--- src/rtl/hbb_pkg.sv ---
`timescale 1ns/1ps
package hbb_pkg;

  typedef struct packed {
    logic flush;
    logic load;
    logic pop;
    logic push;
  } hbb_ev_t;

  function automatic int clamp_count(int req, int depth);
    return (req > depth) ? depth : req;
  endfunction

  function automatic logic can_pop(int lvl);
    return lvl != 0;
  endfunction

  function automatic logic can_push(int lvl, int depth);
    return lvl < depth;
  endfunction

endpackage

--- src/rtl/hbb_ctrl.sv ---
`timescale 1ns/1ps
module hbb_ctrl
  import hbb_pkg::*;
#(
  parameter int DEPTH = 4,
  localparam int LW = $clog2(DEPTH + 1)
) (
  input  logic          rd_en,
  input  logic          wr_en,
  input  logic          flush,
  input  logic          ld_en,
  input  logic [LW-1:0] ld_count,
  input  logic [LW-1:0] level,
  output hbb_ev_t       ev,
  output logic [LW-1:0] lvl_mid,
  output logic [LW-1:0] load_n
);
  logic host_ok;

  always_comb begin
    host_ok  = ~flush & ~ld_en;
    ev.flush = flush;
    ev.load  = ld_en & ~flush;
    ev.pop   = host_ok & rd_en & can_pop(int'(level));
    lvl_mid  = level - LW'(ev.pop);
    ev.push  = host_ok & wr_en & can_push(int'(lvl_mid), DEPTH);
    load_n   = LW'(clamp_count(int'(ld_count), DEPTH));
  end

endmodule

--- src/rtl/hbb_level.sv ---
`timescale 1ns/1ps
module hbb_level
  import hbb_pkg::*;
#(
  parameter int DEPTH = 4,
  localparam int LW = $clog2(DEPTH + 1)
) (
  input  logic          clk,
  input  logic          rst_n,
  input  hbb_ev_t       ev,
  input  logic [LW-1:0] lvl_mid,
  input  logic [LW-1:0] load_n,
  output logic [LW-1:0] level
);
  logic [LW-1:0] level_nx;

  always_comb begin
    if (ev.flush)     level_nx = '0;
    else if (ev.load) level_nx = load_n;
    else              level_nx = lvl_mid + LW'(ev.push);
  end

  always_ff @(posedge clk) begin
    if (!rst_n) level <= '0;
    else        level <= level_nx;
  end

  AST_LEVEL_RANGE: assert property (@(posedge clk) disable iff (!rst_n)
    level <= LW'(DEPTH));

  AST_POP_STEPS_DOWN: assert property (@(posedge clk) disable iff (!rst_n)
    (ev.pop && !ev.push) |=> (level == $past(level) - LW'(1)));

  AST_LOAD_SETS_LEVEL: assert property (@(posedge clk) disable iff (!rst_n)
    ev.load |=> (level == $past(load_n)));

endmodule

--- src/rtl/hbb_flags.sv ---
`timescale 1ns/1ps
module hbb_flags
  import hbb_pkg::*;
#(
  parameter int DEPTH = 4,
  localparam int LW = $clog2(DEPTH + 1)
) (
  input  logic          clk,
  input  logic          rst_n,
  input  hbb_ev_t       ev,
  input  logic [LW-1:0] level,
  input  logic [LW-1:0] lvl_mid,
  input  logic [LW-1:0] load_n,
  output logic          has_data,
  output logic          is_full
);
  logic some_nx, full_nx;
  logic drain_last, drain_full, fill_first, fill_last;

  // transition events, one wire each
  assign drain_last = ev.pop  && (level   == LW'(1));
  assign drain_full = ev.pop  && (level   == LW'(DEPTH));
  assign fill_first = ev.push && (lvl_mid == '0);
  assign fill_last  = ev.push && (lvl_mid == LW'(DEPTH - 1));

  always_comb begin
    some_nx = has_data;
    full_nx = is_full;
    if (ev.flush) begin
      some_nx = 1'b0;
      full_nx = 1'b0;
    end else if (ev.load) begin
      some_nx = has_data | (load_n != '0);
      full_nx = is_full  | (load_n == LW'(DEPTH));
    end else begin
      if (drain_last) some_nx = 1'b0;
      if (drain_full) full_nx = 1'b0;
      if (fill_first) some_nx = 1'b1;
      if (fill_last)  full_nx = 1'b1;
    end
  end

  always_ff @(posedge clk) begin
    if (!rst_n) begin
      has_data <= 1'b0;
      is_full  <= 1'b0;
    end else begin
      has_data <= some_nx;
      is_full  <= full_nx;
    end
  end

  AST_FLUSH_CLEARS_FLAGS: assert property (@(posedge clk) disable iff (!rst_n)
    ev.flush |=> (!has_data && !is_full));

  AST_LOAD_KEEPS_FLAGS: assert property (@(posedge clk) disable iff (!rst_n)
    (ev.load && is_full) |=> is_full);

  AST_FILL_SETS_FULL: assert property (@(posedge clk) disable iff (!rst_n)
    fill_last |=> is_full);

  AST_MID_READ_KEEPS: assert property (@(posedge clk) disable iff (!rst_n)
    (ev.pop && !ev.push && level == LW'(2)) |=> $stable(has_data));

endmodule

--- src/rtl/hbb_store.sv ---
`timescale 1ns/1ps
module hbb_store
  import hbb_pkg::*;
#(
  parameter int DEPTH = 4,
  parameter int W     = 8,
  localparam int LW = $clog2(DEPTH + 1)
) (
  input  logic           clk,
  input  logic           rst_n,
  input  hbb_ev_t        ev,
  input  logic [LW-1:0]  level,
  input  logic [LW-1:0]  lvl_mid,
  input  logic [LW-1:0]  load_n,
  input  logic [W-1:0]   wr_data,
  input  logic [DEPTH*W-1:0] ld_data,
  output logic [W-1:0]   rd_data
);
  logic [DEPTH*W-1:0] flat;

  for (genvar i = 0; i < DEPTH; i++) begin : g_ent
    logic [W-1:0] q;
    logic [W-1:0] upper;
    logic [W-1:0] host_nx;

    if (i < DEPTH - 1) begin : g_up
      assign upper = flat[(i+1)*W +: W];
    end else begin : g_top
      assign upper = q;
    end

    always_comb begin
      host_nx = ev.pop ? upper : q;
      if (ev.push && lvl_mid == LW'(i)) host_nx = wr_data;
    end

    always_ff @(posedge clk) begin
      if (!rst_n || ev.flush)            q <= '0;
      else if (ev.load)                  q <= (load_n > LW'(i)) ? ld_data[i*W +: W] : q;
      else                               q <= host_nx;
    end

    assign flat[i*W +: W] = q;
  end

  assign rd_data = (level == '0) ? '1 : flat[W-1:0];

  AST_HEAD_SHIFTS: assert property (@(posedge clk) disable iff (!rst_n)
    (ev.pop && level >= LW'(2)) |=> (flat[W-1:0] == $past(flat[2*W-1:W])));

  AST_PUSH_INTO_EMPTY: assert property (@(posedge clk) disable iff (!rst_n)
    (ev.push && !ev.pop && level == '0) |=> (rd_data == $past(wr_data)));

endmodule

--- src/rtl/host_byte_buffer.sv ---
`timescale 1ns/1ps
module host_byte_buffer
  import hbb_pkg::*;
#(
  parameter int DEPTH = 4,
  parameter int W     = 8,
  localparam int LW = $clog2(DEPTH + 1)
) (
  input  logic               clk,
  input  logic               rst_n,
  input  logic               wr_en,
  input  logic [W-1:0]       wr_data,
  input  logic               rd_en,
  output logic [W-1:0]       rd_data,
  input  logic               ld_en,
  input  logic [DEPTH*W-1:0] ld_data,
  input  logic [LW-1:0]      ld_count,
  input  logic               flush,
  output logic               has_data,
  output logic               is_full
);
  hbb_ev_t       ev;
  logic [LW-1:0] level, lvl_mid, load_n;
  logic          host_quiet;

  assign host_quiet = !flush && !ld_en;

  hbb_ctrl #(.DEPTH(DEPTH)) u_ctrl (
    .rd_en(rd_en), .wr_en(wr_en), .flush(flush), .ld_en(ld_en),
    .ld_count(ld_count), .level(level),
    .ev(ev), .lvl_mid(lvl_mid), .load_n(load_n));

  hbb_level #(.DEPTH(DEPTH)) u_level (
    .clk(clk), .rst_n(rst_n), .ev(ev), .lvl_mid(lvl_mid),
    .load_n(load_n), .level(level));

  hbb_flags #(.DEPTH(DEPTH)) u_flags (
    .clk(clk), .rst_n(rst_n), .ev(ev), .level(level), .lvl_mid(lvl_mid),
    .load_n(load_n), .has_data(has_data), .is_full(is_full));

  hbb_store #(.DEPTH(DEPTH), .W(W)) u_store (
    .clk(clk), .rst_n(rst_n), .ev(ev), .level(level), .lvl_mid(lvl_mid),
    .load_n(load_n), .wr_data(wr_data), .ld_data(ld_data), .rd_data(rd_data));

  AST_FULL_WRITE_DROPPED: assert property (@(posedge clk) disable iff (!rst_n)
    (host_quiet && wr_en && !rd_en && level == LW'(DEPTH))
      |=> (level == LW'(DEPTH) && $stable(rd_data) && $stable(is_full) && $stable(has_data)));

  AST_EMPTY_READ_INERT: assert property (@(posedge clk) disable iff (!rst_n)
    (host_quiet && rd_en && !wr_en && level == '0)
      |=> (level == '0 && $stable(has_data) && $stable(is_full)));

  AST_RW_AT_FULL: assert property (@(posedge clk) disable iff (!rst_n)
    (host_quiet && rd_en && wr_en && level == LW'(DEPTH))
      |=> (level == LW'(DEPTH) && is_full));

  AST_FLUSH_EMPTIES: assert property (@(posedge clk) disable iff (!rst_n)
    flush |=> (level == '0));

endmodule

--- config.mk ---
export PLATFORM = sky130hd
export DESIGN_NAME = host_byte_buffer
export DESIGN_NICKNAME = d
export VERILOG_FILES = /design/src/rtl/hbb_pkg.sv /design/src/rtl/hbb_ctrl.sv /design/src/rtl/hbb_level.sv /design/src/rtl/hbb_flags.sv /design/src/rtl/hbb_store.sv /design/src/rtl/host_byte_buffer.sv
export SDC_FILE = /design/constraint.sdc
export NUM_CORES = 1
export LEC_CHECK = 0
export BUFFER_PORTS_ARGS = -buffer_cell sky130_fd_sc_hd__buf_2
export CORE_MARGIN = 1.5
export CORE_UTILIZATION = 57
export CTS_CLUSTER_DIAMETER = 80
export DETAILED_ROUTE_END_ITERATION = 8
export GPL_TIMING_DRIVEN = 0
export PLACE_DENSITY_LB_ADDON = 0.12
export SYNTH_ARGS = -nofsm -noshare
export SYNTH_HDL_FRONTEND = slang
export SYNTH_SLANG_ARGS = --single-unit
--- constraint.sdc ---
create_clock -name clk -period 7 [get_ports clk]
set_input_delay 0.7 -clock clk [delete_from_list [all_inputs] [get_ports clk]]
set_output_delay 0.7 -clock clk [all_outputs]
set_load 0.01 [all_outputs]
== After elaboration in Yosys (flattened, before gate mapping) ==
Index checks and enable logic that the tools add are counted.
Word-level totals
  register bits: 37
  bits of input ports: 49
  output and inout bits: 10
  logic and storage cells: 83
Operators by class
  add/sub/neg operators: 2
  order comparisons: 6
  eq/ne operators: 10
  mux-type cells: 24
  bitwise logic cells: 11
  reduce and logical (&&, ||, !) cells: 23
Operators by type and width (number)
  $mux 8: 16
  $reduce_bool 3->1: 7
  $ne 2x1->1 const B: 4
  $reduce_and 2->1: 4
  $and 1x1->1: 6
  $eq 3x1->1 const B: 2
  $eq 3x2->1 const B: 2
  $eq 3x3->1 const B: 2
  $gt 3x1->1 const B: 2
  $gt 3x2->1 const B: 2
  $logic_and 1x1->1: 6
  $logic_not 3->1: 2
  $mux 1: 6
  $mux 3: 2
  $add 3x1->3: 1
  $gt 3x3->1 const B: 1
  $lt 3x3->1 const B: 1
  $not 1->1: 3
  $sub 3x1->3: 1
  $or 1x1->1: 2
  $reduce_bool 2->1: 1
  $reduce_or 2->1: 1
  $logic_not 1->1: 1
  $logic_or 1x1->1: 1

== Logic depth before layout (Yosys ltp) ==
  depth after elaboration: 10
  depth in mapped cells: 12
  gate-level depth less buffers: 12

== By module ==
Synthesis repeated with hierarchy kept, for this count alone.
Second synthesis, totals
  cells, all modules: 239
  area total of the unflattened synthesis: 2317.2 um^2
Modules (own cells, without submodules)
  hbb_store: instances 1, cells an instance 195, area an instance 1925.6 um^2, sequential area each 640.6 um^2
  hbb_level: instances 1, cells an instance 14, area an instance 150.1 um^2, sequential area each 60.1 um^2
  hbb_flags: instances 1, cells an instance 15, area an instance 132.6 um^2, sequential area each 40.0 um^2
  hbb_ctrl: instances 1, cells an instance 15, area an instance 108.9 um^2, sequential area each 0.0 um^2

== Worst setup path before layout ==
Ideal clock, no wire load.
  path type: in2reg
  from: input ld_en
  to: register u_store.g_ent[2].q[0]
  library setup time: 0.087 ns
  arrival: 3.444 ns
  setup slack: 3.469 ns
  stages on the path: 11
  buffers on the path: 2
  path through: or3b_2 -> or2_2 -> inv_1 -> ha_1 -> ha_1 -> or3_1 -> or3_1 -> buf_6 -> buf_6 -> a31o_2 -> o31ai_1
Between the ends
  cells in the longest elaborated chain, start to end: 10
  elaborated cells on any way between the ends: 16
  those cells by class: add/sub: 1; order compare: 1; eq/ne: 2; mux: 2; bitwise: 7; reduce/logical: 3
RTL lines
  start: declaration: line host_byte_buffer.sv:15  | input logic ld_en,
  $not 1->1: line hbb_ctrl.sv:21  | host_ok = ~flush & ~ld_en;
  $and 1x1->1: line hbb_ctrl.sv:21
  $and 1x1->1 (2 in a row): line hbb_ctrl.sv:24  | ev.pop = host_ok & rd_en & can_pop(int'(level));
  $sub 3x1->3: line hbb_ctrl.sv:25  | lvl_mid = level - LW'(ev.pop);
  $lt 3x3->1: line hbb_pkg.sv:20  | return lvl < depth;
  $and 1x1->1: line hbb_ctrl.sv:26  | ev.push = host_ok & wr_en & can_push(int'(lvl_mid), DEPTH);
  $logic_and 1x1->1: line hbb_store.sv:34  | if (ev.push && lvl_mid == LW'(i)) host_nx = wr_data;
  $reduce_bool 3->1 (no line) / $mux 8 (equally long branches)
  $reduce_and 2->1 (no line) / $mux 8 (equally long branches)
  end signal: assignment: line hbb_store.sv:39  | else if (ev.load) q <= (load_n > LW'(i)) ? ld_data[i*W +: W] : q;
  end signal: assignment: line hbb_store.sv:40  | else q <= host_nx;
  end: declaration: line hbb_store.sv:22  | logic [W-1:0] q;
Several ways; a longest one is shown, not always the timed one.
A chain may end at the register's enable or synchronous reset.

== Worst setup path after layout ==
  from: input ld_en
  to: register u_store.g_ent[3].q[6]
Between the ends
  cells in the longest elaborated chain, start to end: 10
  elaborated cells on any way between the ends: 15
  those cells by class: add/sub: 1; order compare: 1; eq/ne: 2; mux: 1; bitwise: 7; reduce/logical: 3
RTL lines (line)
  $not 1->1: hbb_ctrl.sv:21
  $and 1x1->1: hbb_ctrl.sv:21
  $and 1x1->1 (2 in a row): hbb_ctrl.sv:24
  $sub 3x1->3: hbb_ctrl.sv:25
  $lt 3x3->1: hbb_pkg.sv:20
  $and 1x1->1: hbb_ctrl.sv:26
  $logic_and 1x1->1: hbb_store.sv:34
  $reduce_bool 2->1 (no line)
  $reduce_and 2->1 (no line)
  end signal: assignment: hbb_store.sv:39
  end signal: assignment: hbb_store.sv:40
  end: declaration: hbb_store.sv:22
Several ways; a longest one is shown, not always the timed one.

==> flow_summary.toml <==
[synth]
synthTopCellsByCount = "nor2_1 (59), dfxtp_1 (37), mux2_2 (24), nand2_1 (19), o31ai_1 (17)"
yosysTopAreaCell = "dfxtp_1"
ys_seq_area_share_pct = 32.9
netlist.area_leader.share_pct = 32.9
yosysWarningCount = 0
synth_xor_area_share_pct = 0.779
synth_seq_cells = 37
synth.most_common_cell = "nor2_1"
syn-instance-count = 279
ys.flop_type = "dfxtp_1"
synth_enable_flop_cells = 0
synthSimpleGateAreaFrac_pct = 29.5
synth_top_family_by_area = "simple AND/OR/NAND/NOR gates"
async_flop_share_pct = 0
netlist_area_um2 = 2250
yosys.area_share.adder_pct = 1.67
synth_area_leaders = "dfxtp_1 (33%), mux2_2 (12%), nor2_1 (9.8%)"
syn_avg_cell_area_um2 = 8.06
synth_cell_types = 41
synth_mux_area_share_pct = 12.0
syn_nets = 331
synth_compound_area_share_pct = 16.1

[worst_setup_path]
r2r_slack_ns = 3.49
setup.worst_path.class = "in2reg"
worstSetupEndpointType = "flop"
critPathArrivalTime_ns = 4.04
rr_endpoint = "u_store.g_ent[2].upper[6]"
reg2regPathDepth = 9
cp-start-kind = "input port"
worstPathMaxFanout = 8
required_ns = 7.20
regToRegStartpoint = "u_level.level[2]"

[clock_tree]
clockBufferDepth = 2
htree_levels = 2
numClockSinks = 37
clk_pin_slew_worst_paths_ns = 0.07
clk_latency_ns = 0.29
hold_buffers = 0
cts_made_buffers = 5
post_cts_resized = 0
clockRootBuffer = "clkbuf_8"
cts_tree = "built"
post-cts-setup-buffer-count = 0

[power]
ir_drop_mv = 0.106
power.density_nw_per_um2 = 170
p_leak_nw = 1.05

[timing]
hold_viol_final = 0
setup_ws_ns = 3.16
fmax_mhz = 260
finalClockSkew_ns = 0.00681
worst_pin_slew_ns = 1.26
rsz0062_at_grt = "false"
slew_headroom_pct = 15.4
holdWs_ns = 0.453
finalSetupTns_ns = 0
min_period_over_period_pct = 54.8
min_period_ns = 3.84
slew_violations = 0
setup_viol = 0

[global_route]
grt_max_degree = 11
first_global_vias = 2110
grt-ovfl-total = 0
grt_pass1_wl_mm = 9.51
grt_antenna_before_repair = 0
grtUsageTotal_pct = 28.7

[hold_path]
hold_path_depth = 2
holdPathEnd = "u_store.g_ent[0].upper[5]"
hp-start = "u_store.g_ent[0].upper[5]"
hold_class = "reg2reg"

[floorplan]
start_util_pct = 60.5
core_area_um2 = 3720
io_pins = 59
die_width_um = 65.8
die_h_um = 65.8
die_area_um2 = 4330
row_count = 22

[place]
globalplace.congestion = 0.928
portBuffers = 58
dp_hpwl_mm = 4.43
pre_cts_slack_ns = 2.94

[final_layout]
area.growth.synth_to_final_pct = 19.4
drive_gt1_share_pct = 31.4
n_antenna_cell = 0
final_nets = 396
fillCellCount = 338

[routing]
via_count = 2306
firstDrtPassIters = 4
antenna_left = 0
drc = 0
via_per_inst = 5.88
wl_per_cell_um = 15.0
drt-total-wl_mm = 5.90
drt_iter0_markers = 137

[job]
drv_cap = 0

[status]
status = "finished, final reports clean"
[power breakdown]
| group | leakage [nW] | switching [mW] | internal (mW) |
|---|---|---|---|
| clock network | 0.0443 | 0.0751 | 0.0781 |
| registers | 0.299 | 0.00235 | 0.215 |
| logic | 0.702 | 0.0474 | 0.0382 |
[sequential cells by signal (all words and copies together), names as in the netlist]
name	count
u_flags.is_full	1
u_store.g_ent.upper	24
u_flags.has_data	1
u_level.level	3
u_store.g_ent.q	8
[final cells by class]
cell class | instances | area (um^2) | area share [%]
Multi-Input combinational cell | 210 | 1350 | 50.4
Sequential cell | 37 | 741 | 27.6
Timing Repair Buffer | 58 | 290 | 10.8
Buffer | 19 | 106 | 3.96
Clock buffer | 7 | 86.3 | 3.22
Tap cell | 48 | 60.1 | 2.24
Inverter | 13 | 48.8 | 1.82
[cells in the final DEF, fill, tap and decap left out, types with 2 or more instances in the layout]
cell and count:
clkbuf_8 6, ha_1 3, mux2_2 24, or2_2 9, nand3_1 2, inv_1 13
nand2b_1 5, nor3_2 2, o31ai_1 17, a21oi_1 5, nor3_1 9, buf_2 59
nand3b_1 2, or3_1 3, nand4_1 16, o32ai_1 8, a311oi_1 8, or4_1 2
nor2_1 59, buf_6 3, clkbuf_1 14, dfxtp_1 37, nand2_1 19
[how the worst max path moves through the flow]
stage / end / start / cells after the start / slack, ns
6_report: u_store.g_ent[2].upper[6] / ld_en / 10 / 3.16
3_3_place_gp: u_store.g_ent[2].upper[2] / ld_en / 10 / 2.98
2_1_floorplan: u_store.g_ent[1].upper[0] / ld_en / 11 / 3.47
4_1_cts: u_store.g_ent[2].upper[7] / ld_en / 10 / 3.21
3_5_place_dp: u_store.g_ent[2].upper[2] / ld_en / 10 / 2.94
5_1_grt: u_store.g_ent[2].upper[6] / ld_en / 10 / 2.99
[kinds of logic after synthesis]
logic type               Yosys count
AND/OR/NAND/NOR                  136
multiplexers                      24
flip-flops                        37
AO/OA/AOI/OAI                     45
adder cells (fa/ha/maj)            3
buffers and inverters             32
XOR/XNOR                           2
[critical path, cell delays in order]
cell,delay (ns)
buf_2,0.13
or3b_2,0.51
or2_2,0.33
inv_1,0.15
ha_1,0.18
ha_1,0.26
or3_1,0.42
nor4_1,0.97
nor3_1,0.10
a311oi_1,0.29
[through the flow]
step	power [mW]	cells	utilization [%]	area, um^2
floorplan	0.274	279	-	2250
global placement	0.305	385	69.9	2600
detailed placement	0.306	385	69.9	2600
CTS	0.455	392	72.3	2690
global route	0.473	392	72.3	2690
finish	0.456	392	72.3	2690
[per-layer routing]
layer / share of wire (%) / global-route usage, % / up-vias
met5: 0 / 0 / -
met4: 2.3 / 10.7 / 0
met3: 5.7 / 4.60 / 13
met2: 47 / 48.6 / 77
met1: 45 / 36.4 / 1086
li1: - / - / 1130
Power figures use the tool's default switching activity.
